[config.mk]
export PLATFORM = sky130hd
export DESIGN_NAME = smb_cmd_slave
export DESIGN_NICKNAME = d
export VERILOG_FILES = /design/src/rtl/smb_cmd_pkg.sv /design/src/rtl/smb_line_sync.sv /design/src/rtl/smb_frame_rx.sv /design/src/rtl/smb_cmd_regs.sv /design/src/rtl/smb_cmd_slave.sv
export SDC_FILE = /design/constraint.sdc
export NUM_CORES = 1
export LEC_CHECK = 0
export BUFFER_PORTS_ARGS = -buffer_cell sky130_fd_sc_hd__buf_2
export CORE_MARGIN = 10
export CORE_UTILIZATION = 30
export DETAILED_ROUTE_END_ITERATION = 10
export HOLD_SLACK_MARGIN = 0.03
export PLACE_DENSITY = 0.49
export SYNTH_ARGS = -nofsm -noshare
export SYNTH_HDL_FRONTEND = slang
export SYNTH_SLANG_ARGS = --single-unit
[constraint.sdc]
create_clock -name clk -period 3.6 [get_ports clk]
set_clock_uncertainty 0.2 [all_clocks]
set_input_delay 0.18 -clock clk [delete_from_list [all_inputs] [get_ports clk]]
set_output_delay 0.18 -clock clk [all_outputs]
set_load 0.1 [all_outputs]
[src/rtl/smb_cmd_pkg.sv]
package smb_cmd_pkg;

   localparam int unsigned BYTE_BITS = 8;

   localparam logic [7:0] IDX_CMD  = 8'h00;
   localparam logic [7:0] IDX_MSG0 = 8'h04;
   localparam logic [7:0] IDX_MSG1 = 8'h05;

   localparam logic [7:0] CODE_WAKE = 8'h01;
   localparam logic [7:0] CODE_PBO  = 8'h02;
   localparam logic [7:0] CODE_WARM = 8'h03;
   localparam logic [7:0] CODE_COLD = 8'h04;
   localparam logic [7:0] CODE_MOFF = 8'h05;
   localparam logic [7:0] CODE_WDT  = 8'h06;

   typedef enum logic [2:0] {
      ST_IDLE, ST_ADDR, ST_ACK_A, ST_CMD, ST_ACK_C, ST_DATA, ST_ACK_D, ST_SKIP
   } frame_st_e;

   typedef struct packed {
      logic wake;
      logic smi;
      logic pbo;
      logic rst_warm;
      logic rst_cold;
      logic msg_off;
      logic wdt;
   } act_t;

   function automatic act_t decode_cmd(input logic [7:0] code, input logic awake);
      act_t a;
      a = '0;
      unique case (code)
         CODE_WAKE: begin
            a.smi  = awake;
            a.wake = !awake;
         end
         CODE_PBO:  a.pbo      = 1'b1;
         CODE_WARM: a.rst_warm = 1'b1;
         CODE_COLD: a.rst_cold = 1'b1;
         CODE_MOFF: a.msg_off  = 1'b1;
         CODE_WDT:  a.wdt      = 1'b1;
         default:   a = '0;
      endcase
      return a;
   endfunction

endpackage

[src/rtl/smb_line_sync.sv]
module smb_line_sync #(
   parameter int unsigned STAGES = 2
) (
   input  logic clk,
   input  logic rst_n,
   input  logic scl_i,
   input  logic sda_i,
   output logic sda_lvl,
   output logic scl_rise,
   output logic scl_fall,
   output logic start_det,
   output logic stop_det
);
   logic [STAGES-1:0] scl_sh, sda_sh;
   logic              scl_d, sda_d;
   logic              scl_now;

   always_ff @(posedge clk or negedge rst_n) begin
      if (!rst_n) begin
         scl_sh <= '1;
         sda_sh <= '1;
         scl_d  <= 1'b1;
         sda_d  <= 1'b1;
      end else begin
         scl_sh <= {scl_sh[STAGES-2:0], scl_i};
         sda_sh <= {sda_sh[STAGES-2:0], sda_i};
         scl_d  <= scl_sh[STAGES-1];
         sda_d  <= sda_sh[STAGES-1];
      end
   end

   assign scl_now   = scl_sh[STAGES-1];
   assign sda_lvl   = sda_sh[STAGES-1];
   assign scl_rise  = scl_now & ~scl_d;
   assign scl_fall  = ~scl_now & scl_d;
   assign start_det = scl_now & scl_d & sda_d & ~sda_lvl;
   assign stop_det  = scl_now & scl_d & ~sda_d & sda_lvl;

endmodule

[src/rtl/smb_frame_rx.sv]
module smb_frame_rx
   import smb_cmd_pkg::*;
#(
   parameter logic [6:0] SLV_ADDR = 7'h2A
) (
   input  logic       clk,
   input  logic       rst_n,
   input  logic       sda_lvl,
   input  logic       scl_rise,
   input  logic       scl_fall,
   input  logic       start_det,
   input  logic       stop_det,
   output logic       sda_oe,
   output logic       wr_stb,
   output logic [7:0] wr_idx,
   output logic [7:0] wr_data
);
   localparam int unsigned CNT_W = $clog2(BYTE_BITS + 1);
   localparam logic [CNT_W-1:0] CNT_FULL = CNT_W'(BYTE_BITS);

   frame_st_e        state;
   logic [CNT_W-1:0] bit_cnt;
   logic [7:0]       shreg;
   logic             addr_hit;

   assign addr_hit = (shreg[7:1] == SLV_ADDR) && !shreg[0];

   always_ff @(posedge clk or negedge rst_n) begin
      if (!rst_n) begin
         state   <= ST_IDLE;
         bit_cnt <= '0;
         shreg   <= '0;
         sda_oe  <= 1'b0;
         wr_stb  <= 1'b0;
         wr_idx  <= '0;
         wr_data <= '0;
      end else begin
         wr_stb <= 1'b0;
         if (stop_det) begin
            state   <= ST_IDLE;
            bit_cnt <= '0;
            sda_oe  <= 1'b0;
         end else if (start_det) begin
            state   <= ST_ADDR;
            bit_cnt <= '0;
            sda_oe  <= 1'b0;
         end else begin
            unique case (state)
               ST_ADDR, ST_CMD, ST_DATA: begin
                  if (scl_rise && bit_cnt < CNT_FULL) begin
                     shreg   <= {shreg[6:0], sda_lvl};
                     bit_cnt <= bit_cnt + 1'b1;
                  end else if (scl_fall && bit_cnt == CNT_FULL) begin
                     bit_cnt <= '0;
                     if (state == ST_ADDR) begin
                        state  <= addr_hit ? ST_ACK_A : ST_SKIP;
                        sda_oe <= addr_hit;
                     end else if (state == ST_CMD) begin
                        wr_idx <= shreg;
                        state  <= ST_ACK_C;
                        sda_oe <= 1'b1;
                     end else begin
                        wr_data <= shreg;
                        state   <= ST_ACK_D;
                        sda_oe  <= 1'b1;
                     end
                  end
               end
               ST_ACK_A, ST_ACK_C, ST_ACK_D: begin
                  if (scl_fall) begin
                     sda_oe <= 1'b0;
                     if (state == ST_ACK_A)      state <= ST_CMD;
                     else if (state == ST_ACK_C) state <= ST_DATA;
                     else begin
                        state  <= ST_SKIP;
                        wr_stb <= 1'b1;
                     end
                  end
               end
               default: ;
            endcase
         end
      end
   end

endmodule

[src/rtl/smb_cmd_regs.sv]
module smb_cmd_regs
   import smb_cmd_pkg::*;
#(
   parameter bit STS_SET_WINS = 1'b1
) (
   input  logic       clk,
   input  logic       rst_n,
   input  logic       rsm_rst_n,
   input  logic       wr_stb,
   input  logic [7:0] wr_idx,
   input  logic [7:0] wr_data,
   input  logic       sys_awake,
   input  logic       wake_sts_clr,
   input  logic       pbo_sts_clr,
   output logic [7:0] cmd_reg,
   output logic [7:0] msg_byte0,
   output logic [7:0] msg_byte1,
   output logic       wake_pulse,
   output logic       smi_pulse,
   output logic       pbo_pulse,
   output logic [2:0] rst_ctl_bits,
   output logic       wdt_reload,
   output logic       wake_sts,
   output logic       pbo_sts,
   output logic       msg_disable
);
   localparam int unsigned N_STS = 2;

   act_t             dec, act_q;
   logic             cmd_wr;
   logic [N_STS-1:0] sts_q, sts_set, sts_clr;

   assign cmd_wr = wr_stb && (wr_idx == IDX_CMD);
   assign dec    = cmd_wr ? decode_cmd(wr_data, sys_awake) : '0;

   always_ff @(posedge clk or negedge rst_n) begin
      if (!rst_n) begin
         act_q     <= '0;
         cmd_reg   <= '0;
         msg_byte0 <= '0;
         msg_byte1 <= '0;
      end else begin
         act_q <= dec;
         if (cmd_wr) cmd_reg <= wr_data;
         if (wr_stb && wr_idx == IDX_MSG0) msg_byte0 <= wr_data;
         if (wr_stb && wr_idx == IDX_MSG1) msg_byte1 <= wr_data;
      end
   end

   always_ff @(posedge clk or negedge rsm_rst_n) begin
      if (!rsm_rst_n)         msg_disable <= 1'b0;
      else if (act_q.msg_off) msg_disable <= 1'b1;
   end

   assign sts_set = {dec.pbo, dec.wake | dec.smi};
   assign sts_clr = {pbo_sts_clr, wake_sts_clr};

   for (genvar g = 0; g < N_STS; g++) begin : g_sts
      always_ff @(posedge clk or negedge rst_n) begin
         if (!rst_n) sts_q[g] <= 1'b0;
         else if (STS_SET_WINS) sts_q[g] <= sts_set[g] | (sts_q[g] & ~sts_clr[g]);
         else                   sts_q[g] <= (sts_q[g] | sts_set[g]) & ~sts_clr[g];
      end
   end

   assign wake_sts     = sts_q[0];
   assign pbo_sts      = sts_q[1];
   assign wake_pulse   = act_q.wake;
   assign smi_pulse    = act_q.smi;
   assign pbo_pulse    = act_q.pbo;
   assign wdt_reload   = act_q.wdt;
   assign rst_ctl_bits = act_q.rst_cold ? 3'b111 : (act_q.rst_warm ? 3'b011 : 3'b000);

endmodule

[src/rtl/smb_cmd_slave.sv]
module smb_cmd_slave #(
   parameter logic [6:0]  SLV_ADDR     = 7'h2A,
   parameter int unsigned SYNC_STAGES  = 2,
   parameter bit          STS_SET_WINS = 1'b1
) (
   input  logic       clk,
   input  logic       rst_n,
   input  logic       rsm_rst_n,
   input  logic       scl_i,
   input  logic       sda_i,
   output logic       sda_oe,
   input  logic       sys_awake,
   input  logic       wake_sts_clr,
   input  logic       pbo_sts_clr,
   output logic [7:0] cmd_reg,
   output logic [7:0] msg_byte0,
   output logic [7:0] msg_byte1,
   output logic       wake_pulse,
   output logic       smi_pulse,
   output logic       pbo_pulse,
   output logic [2:0] rst_ctl_bits,
   output logic       wdt_reload,
   output logic       wake_sts,
   output logic       pbo_sts,
   output logic       msg_disable
);
   if (SYNC_STAGES < 2 || SYNC_STAGES > 4) begin : g_bad_sync
      $error("SYNC_STAGES must be 2..4");
   end
   if (SLV_ADDR < 7'h08 || SLV_ADDR > 7'h77) begin : g_bad_addr
      $error("SLV_ADDR lies in a reserved address range");
   end

   logic       sda_lvl, scl_rise, scl_fall, start_det, stop_det;
   logic       wr_stb;
   logic [7:0] wr_idx, wr_data;

   smb_line_sync #(.STAGES(SYNC_STAGES)) u_sync (
      .clk(clk), .rst_n(rst_n), .scl_i(scl_i), .sda_i(sda_i),
      .sda_lvl(sda_lvl), .scl_rise(scl_rise), .scl_fall(scl_fall),
      .start_det(start_det), .stop_det(stop_det)
   );

   smb_frame_rx #(.SLV_ADDR(SLV_ADDR)) u_frame (
      .clk(clk), .rst_n(rst_n), .sda_lvl(sda_lvl),
      .scl_rise(scl_rise), .scl_fall(scl_fall),
      .start_det(start_det), .stop_det(stop_det),
      .sda_oe(sda_oe), .wr_stb(wr_stb), .wr_idx(wr_idx), .wr_data(wr_data)
   );

   smb_cmd_regs #(.STS_SET_WINS(STS_SET_WINS)) u_regs (
      .clk(clk), .rst_n(rst_n), .rsm_rst_n(rsm_rst_n),
      .wr_stb(wr_stb), .wr_idx(wr_idx), .wr_data(wr_data),
      .sys_awake(sys_awake), .wake_sts_clr(wake_sts_clr), .pbo_sts_clr(pbo_sts_clr),
      .cmd_reg(cmd_reg), .msg_byte0(msg_byte0), .msg_byte1(msg_byte1),
      .wake_pulse(wake_pulse), .smi_pulse(smi_pulse), .pbo_pulse(pbo_pulse),
      .rst_ctl_bits(rst_ctl_bits), .wdt_reload(wdt_reload),
      .wake_sts(wake_sts), .pbo_sts(pbo_sts), .msg_disable(msg_disable)
   );

endmodule

==> results.toml, run 1 <==
[yosys]
synth_most_common_cell = "dfrtp_1"
synth_warnings = 0
post_synth_num_cell_types = 41
synth_area_mm2 = 0.00296
ys_top_cells_by_area = "dfrtp_1 57%, mux2_2 19%, dfstp_2 5.3%, o32ai_2 1.1%, inv_1 1.0%"
synth_edf_count = 0
syn_area_per_cell_um2 = 14.5
synth_fp_nets = 214
yosysSeqAreaShare_pct = 62.0
netlist_instances = 204
yosys_register_bits = 73
yosys.area.top_type = "dfrtp_1"
ys_top_cells_by_count = "67 x dfrtp_1, 50 x mux2_2, 8 x inv_1, 7 x nand2_1"
synth_async_sr_flop_share_pct = 100
ys.flop_type = "dfrtp_1"
synth_top_area_share_pct = 56.6

[floorplanning]
dieArea_mm2 = 0.0142
ios = 43
die_y_um = 119
start_util_pct = 30.6
rows = 36
fp.dieW_um = 119
core_area_mm2 = 0.00968

[cts]
cts_max_level = 3
root_buffer = "clkbuf_8"
cts.sinks = 73
path_clk_slew_ps = 80
post_cts_resized = 0
cts_tree = "yes"
clk_path_buf_depth = 2
clk_latency_ps = 350
numCtsBuffers = 9
cts_setup_buffers = 0
cts_hold_buffers = 8

[sta]
worst_slack_ps = 1360
post-route-min-period_ps = 2240
final_max_slew_viol_count = 0
worst_slew_pin_slew_ps = 556
fin_tns_setup_ps = 0
rsz0062_at_grt = "no"
setup_viol = 0
slew_headroom_pct = 62.9
post-route-period-util_pct = 62.3
clock.fmax_ghz = 0.446
hold_violations = 0

[setup_path]
cp-start-kind = "flip-flop"
crit_required_ps = 3660
critPathKind = "flip-flop to flip-flop"
worst-path-max-fanout = 10
worstPathArrival_ps = 2300
end_kind = "flip-flop"

[pwr]
ir_drop_mv = 0.403
power.density_mw_per_mm2 = 514
leakagePower_nw = 1.80

[placed_design]
gp_congestion = 0.715
portBuffers = 42
place_ws_ps = 1340
dpl.hpwl_mm = 4.11

[grt]
grt_pass1_wl_mm = 10.1
grt_pass1_vias = 1904
grt_antenna_before_repair = 0
track_usage_pct = 8.75
grt_max_degree = 28
overflow = 0

[drt]
drc = 0
vias_per_cell = 4.45
ant_nets = 0
vias = 1772
drt_wl_total_mm = 5.81
drtIter0Drc = 103
wl_per_cell_um = 14.6
drt_pass1_iterations = 4

[layout]
areaGrowthSynthToFinish_pct = 21.3
multi_input_area_mm2 = 0.00106
drive_gt1_share_pct = 47.2
fillers = 940
nets = 270
register_area_mm2 = 0.00183
antenna_cells = 0

[flow_run]
drv_cap = 0

[status]
outcome = "complete, no violations"

[worst_hold_path]
hp-class = "primary input to asynchronous set/reset pin"
cell families (layout without fill, tap and decap cells):
group / count (synthesis) / after routing / share of synthesized area (%)
flops: 73 / 73 / 62.0
mux: 52 / 52 / 19.7
simple gates: 47 / 47 / 11.0
buf+inv: 15 / 76 / 2.24
compound gates: 14 / 14 / 3.93
fa+ha+maj: 2 / 2 / 0.845
xor+xnor: 1 / 1 / 0.296
final timing paths:
path / startpoint / cells after the start / slack (ps) / to
worst max-delay path: u_frame.wr_idx[4] / 4 / 1360 / u_regs.pbo_sts
worst min-delay path: rst_n / 2 / 140 / u_regs.msg_byte0[5]
worst max register to register: u_frame.wr_idx[4] / 4 / 1360 / u_regs.pbo_sts
worst min register to register: u_sync.sda_sh[0] / 0 / 160 / u_sync.sda_sh[1]
max in group asynchronous: rst_n / 3 / 2240 / u_sync.sda_sh[0]
min in group clk: u_sync.sda_sh[0] / 0 / 160 / u_sync.sda_sh[1]
cell type report:
cell class / count / share of cell area (%)
sequential: 73 / 51.1
multi-input combinational: 116 / 29.5
timing repair buffer: 52 / 8.50
tap: 133 / 4.63
clock buffer: 10 / 3.55
clock inverter: 6 / 1.88
inverter: 8 / 0.836
power breakdown:
group,switching [mW],internal [mW],total [mW],leakage (nW)
clock,0.311,0.322,0.634,0.0929
combinational,0.127,0.106,0.233,0.722
sequential,0.0872,0.890,0.977,0.982
routing by layer:
metal	global-route usage, %	part of all wire (%)	vias to the layer above
met2	13.4	45	42
li1	-	-	846
met3	3.35	5.9	9
met5	0	0	-
met1	10.8	47	875
met4	3.62	1.7	0
cell usage in the layout, fill, tap and decap left out, types with 3 or more instances in the layout:
master	instances
mux2_2	50
dfrtp_1	67
nand2b_1	3
clkbuf_8	9
o21ai_0	3
nand2_1	7
nand4b_1	3
nor3_1	5
inv_1	8
nor3b_1	4
dlygate4sd3_1	8
nor2_1	6
dfstp_2	6
buf_2	42
critical path, cell delays in order, from the launching register on:
cell     delay, ps
dfrtp_1        410
nor4b_4        370
nand3_2        320
or3_1          580
o32ai_2        280
metrics by stage:
stage	cells	util [%]	hold WS [ps]	total power [mW]	cell area, µm²
final	398	37.1	145	1.84	3590
after global routing	398	37.1	161	1.95	3590
after CTS	398	37.1	158	1.88	3590
after detailed placement	374	34.2	-243	1.22	3320
after global placement	374	34.2	-246	1.22	3320
after floorplan	204	-	-316	1.14	2960
Power figures use the tool's default switching activity.
==> run 2: changes to the inputs <==
Settings changed: ABC_AREA from default to 1.
Clock period 3.6 ns to 2.11 ns, I/O delays scaled along.
==> run 2 against run 1 <==
Compared with the run above:
- register-to-register slack worse by 1100 ps
- sequential power is 72% higher
- via count is 29% higher
- largest power group unchanged
- highest routed layer unchanged
==> results.toml, run 2 <==
[drt]
drt_pass1_iterations = 4
drtIter0Drc = 148
wl_per_cell_um = 12.1
drc = 0
vias_per_cell = 4.30
drt_wl_total_mm = 6.43
vias = 2290
ant_nets = 0

[yosys]
synth_top_area_share_pct = 53.5
yosys.area.top_type = "dfrtp_1"
post_synth_num_cell_types = 34
ys_top_cells_by_count = "89 x nand2_1, 67 x dfrtp_1, 38 x inv_1, 32 x o21ai_0, 24 x nor2_1"
synth_fp_nets = 349
synth_most_common_cell = "nand2_1"
yosysSeqAreaShare_pct = 58.5
ys.flop_type = "dfrtp_1"
synth_warnings = 0
yosys_register_bits = 73
synth_edf_count = 0
syn_area_per_cell_um2 = 9.24
synth_async_sr_flop_share_pct = 100
ys_top_cells_by_area = "dfrtp_1 54%, nand2_1 11%, o21ai_0 5.1%, dfstp_2 5.0%, inv_1 4.6%"
synth_area_mm2 = 0.00313
netlist_instances = 339

[floorplanning]
die_y_um = 122
core_area_mm2 = 0.0102
rows = 37
fp.dieW_um = 122
start_util_pct = 30.6
dieArea_mm2 = 0.0149
ios = 43

[setup_path]
cp.buffers_inverters = 1
critPathKind = "flip-flop to flip-flop"
cpLargestDelayFamily = "simple AND/OR/NAND/NOR gates"
cp_slowest_cell = "dfrtp_1"
worstPathArrival_ps = 1920
end_kind = "flip-flop"
worstPathCellList = "inv_1 -> ha_1 -> nand3_1 -> nor2_2 -> nand4_2 -> o21ai_0"
crit_path_max_incr_delay_ps = 410
cp-start-kind = "flip-flop"
worst-path-max-fanout = 16
crit_required_ps = 2170

[pwr]
power_switching_mw = 1.39
leakagePower_nw = 1.88
pwr-share-comb_pct = 24.9
p_clk_share_pct = 31.9
p_sw_share_pct = 35.8
p_int_mw = 2.49
seq_power_share_pct = 43.3
power.density_mw_per_mm2 = 1030
ir_drop_mv = 0.547

[grt]
track_usage_pct = 9.25
overflow = 0
grt_max_degree = 73
grt_antenna_before_repair = 0
grt_pass1_wl_mm = 11.3
grt_pass1_vias = 2303

[cts]
root_buffer = "clkbuf_8"
cts_max_level = 3
path_clk_slew_ps = 80
post_cts_resized = 0
clk_path_buf_depth = 2
clk_latency_ps = 350
numCtsBuffers = 9
cts.sinks = 73
cts_tree = "yes"

[sta]
clock.fmax_ghz = 0.536
worst_slew_pin_slew_ps = 668
setup_viol = 0
hold_ws_ps = 98.7
post-route-period-util_pct = 88.4
hold_violations = 0
final_max_slew_viol_count = 0
slew_headroom_pct = 55.5
rsz0062_at_grt = "yes"
post-route-min-period_ps = 1870
fin_tns_setup_ps = 0

[placed_design]
dpl.hpwl_mm = 4.57
portBuffers = 42
gp_congestion = 0.813

[layout]
antenna_cells = 0
areaGrowthSynthToFinish_pct = 20.3
fin_util_pct = 36.8
mostFrequentLayoutCells = "89 x nand2_1, 67 x dfrtp_1, 42 x buf_2"
fillers = 1067
drive_gt1_share_pct = 24.2
nets = 401
final_common_cell = "nand2_1"

[worst_hold_path]
hp-class = "primary input to asynchronous set/reset pin"

[status]
outcome = "complete, no violations"

[flow_run]
drv_cap = 0
run 2: what timing repair did:
item | in CTS | in global routing
setup endpoints to repair | 0 | 5
setup buffers | 0 | 0
hold buffers | 8 | 0
hold endpoints to repair | 79 | 0
run 2: logic make-up (layout without fill, tap and decap cells):
family                     Yosys count  in the layout  synth area share [%]
and+or+nand+nor                    153            153                  22.0
DFF                                 73             73                  58.5
AOI/OAI and AO/OA                   58             58                  10.9
buffers and inverters               52            109                  7.47
adders and majority gates            2              2                 0.799
xor gates and xnor gates             1              1                 0.280
run 2: worst paths after layout:
kind	slack, ps	endpoint	cells after the start	from
worst max-delay path	240	u_frame.wr_data[6]	6	u_frame.bit_cnt[0]
worst min-delay path	100	u_regs.msg_byte1[5]	3	rst_n
worst max register to register	240	u_frame.wr_data[6]	6	u_frame.bit_cnt[0]
worst min register to register	160	u_sync.sda_sh[1]	0	u_sync.sda_sh[0]
max in group asynchronous	1240	u_regs.msg_disable	3	rsm_rst_n
min in group clk	160	u_sync.sda_sh[1]	0	u_sync.sda_sh[0]
run 2: metal layers:
layer	GRT usage, %	wire (µm)	vias to the layer above
met2	14.5	2800	45
met1	11.3	3060	1060
li1	-	-	1177
met3	3.93	510	8
met4	2.87	57	0
met5	0	0	-
run 2: worst min-delay path: stages:
cell and delay [ps]:
dlygate4sd3_1 530, buf_2 120, buf_12 310
run 2: layout make-up:
class	count	area (µm²)	area share, %
clock buffer	9	124	3.29
sequential	73	1830	48.7
timing repair buffer	51	310	8.23
tap	136	170	4.52
inverter	42	165	4.38
multi-input combinational	214	1060	28.3
clock inverter	7	100	2.66
run 2: power groups by stage:
stage          registers, mW  clock network, mW  logic, mW
2_1_floorplan           1.86                  0      0.596
3_3_place_gp            1.70                  0      0.960
3_5_place_dp            1.71                  0      0.970
4_1_cts                 1.68               1.29      0.983
5_1_grt                 1.71               1.35       1.10
6_report                1.68               1.24      0.965
run 2: metrics by stage:
| stage | cells | total power, mW | setup slack (ps) | cell area (µm²) |
|---|---|---|---|---|
| after floorplan | 339 | 2.46 | 465 | 3130 |
| after CTS | 532 | 3.95 | 242 | 3770 |
| after global placement | 508 | 2.66 | 335 | 3460 |
| after detailed placement | 508 | 2.68 | 280 | 3460 |
| final | 532 | 3.88 | 245 | 3770 |
| after global routing | 532 | 4.15 | -34.2 | 3770 |
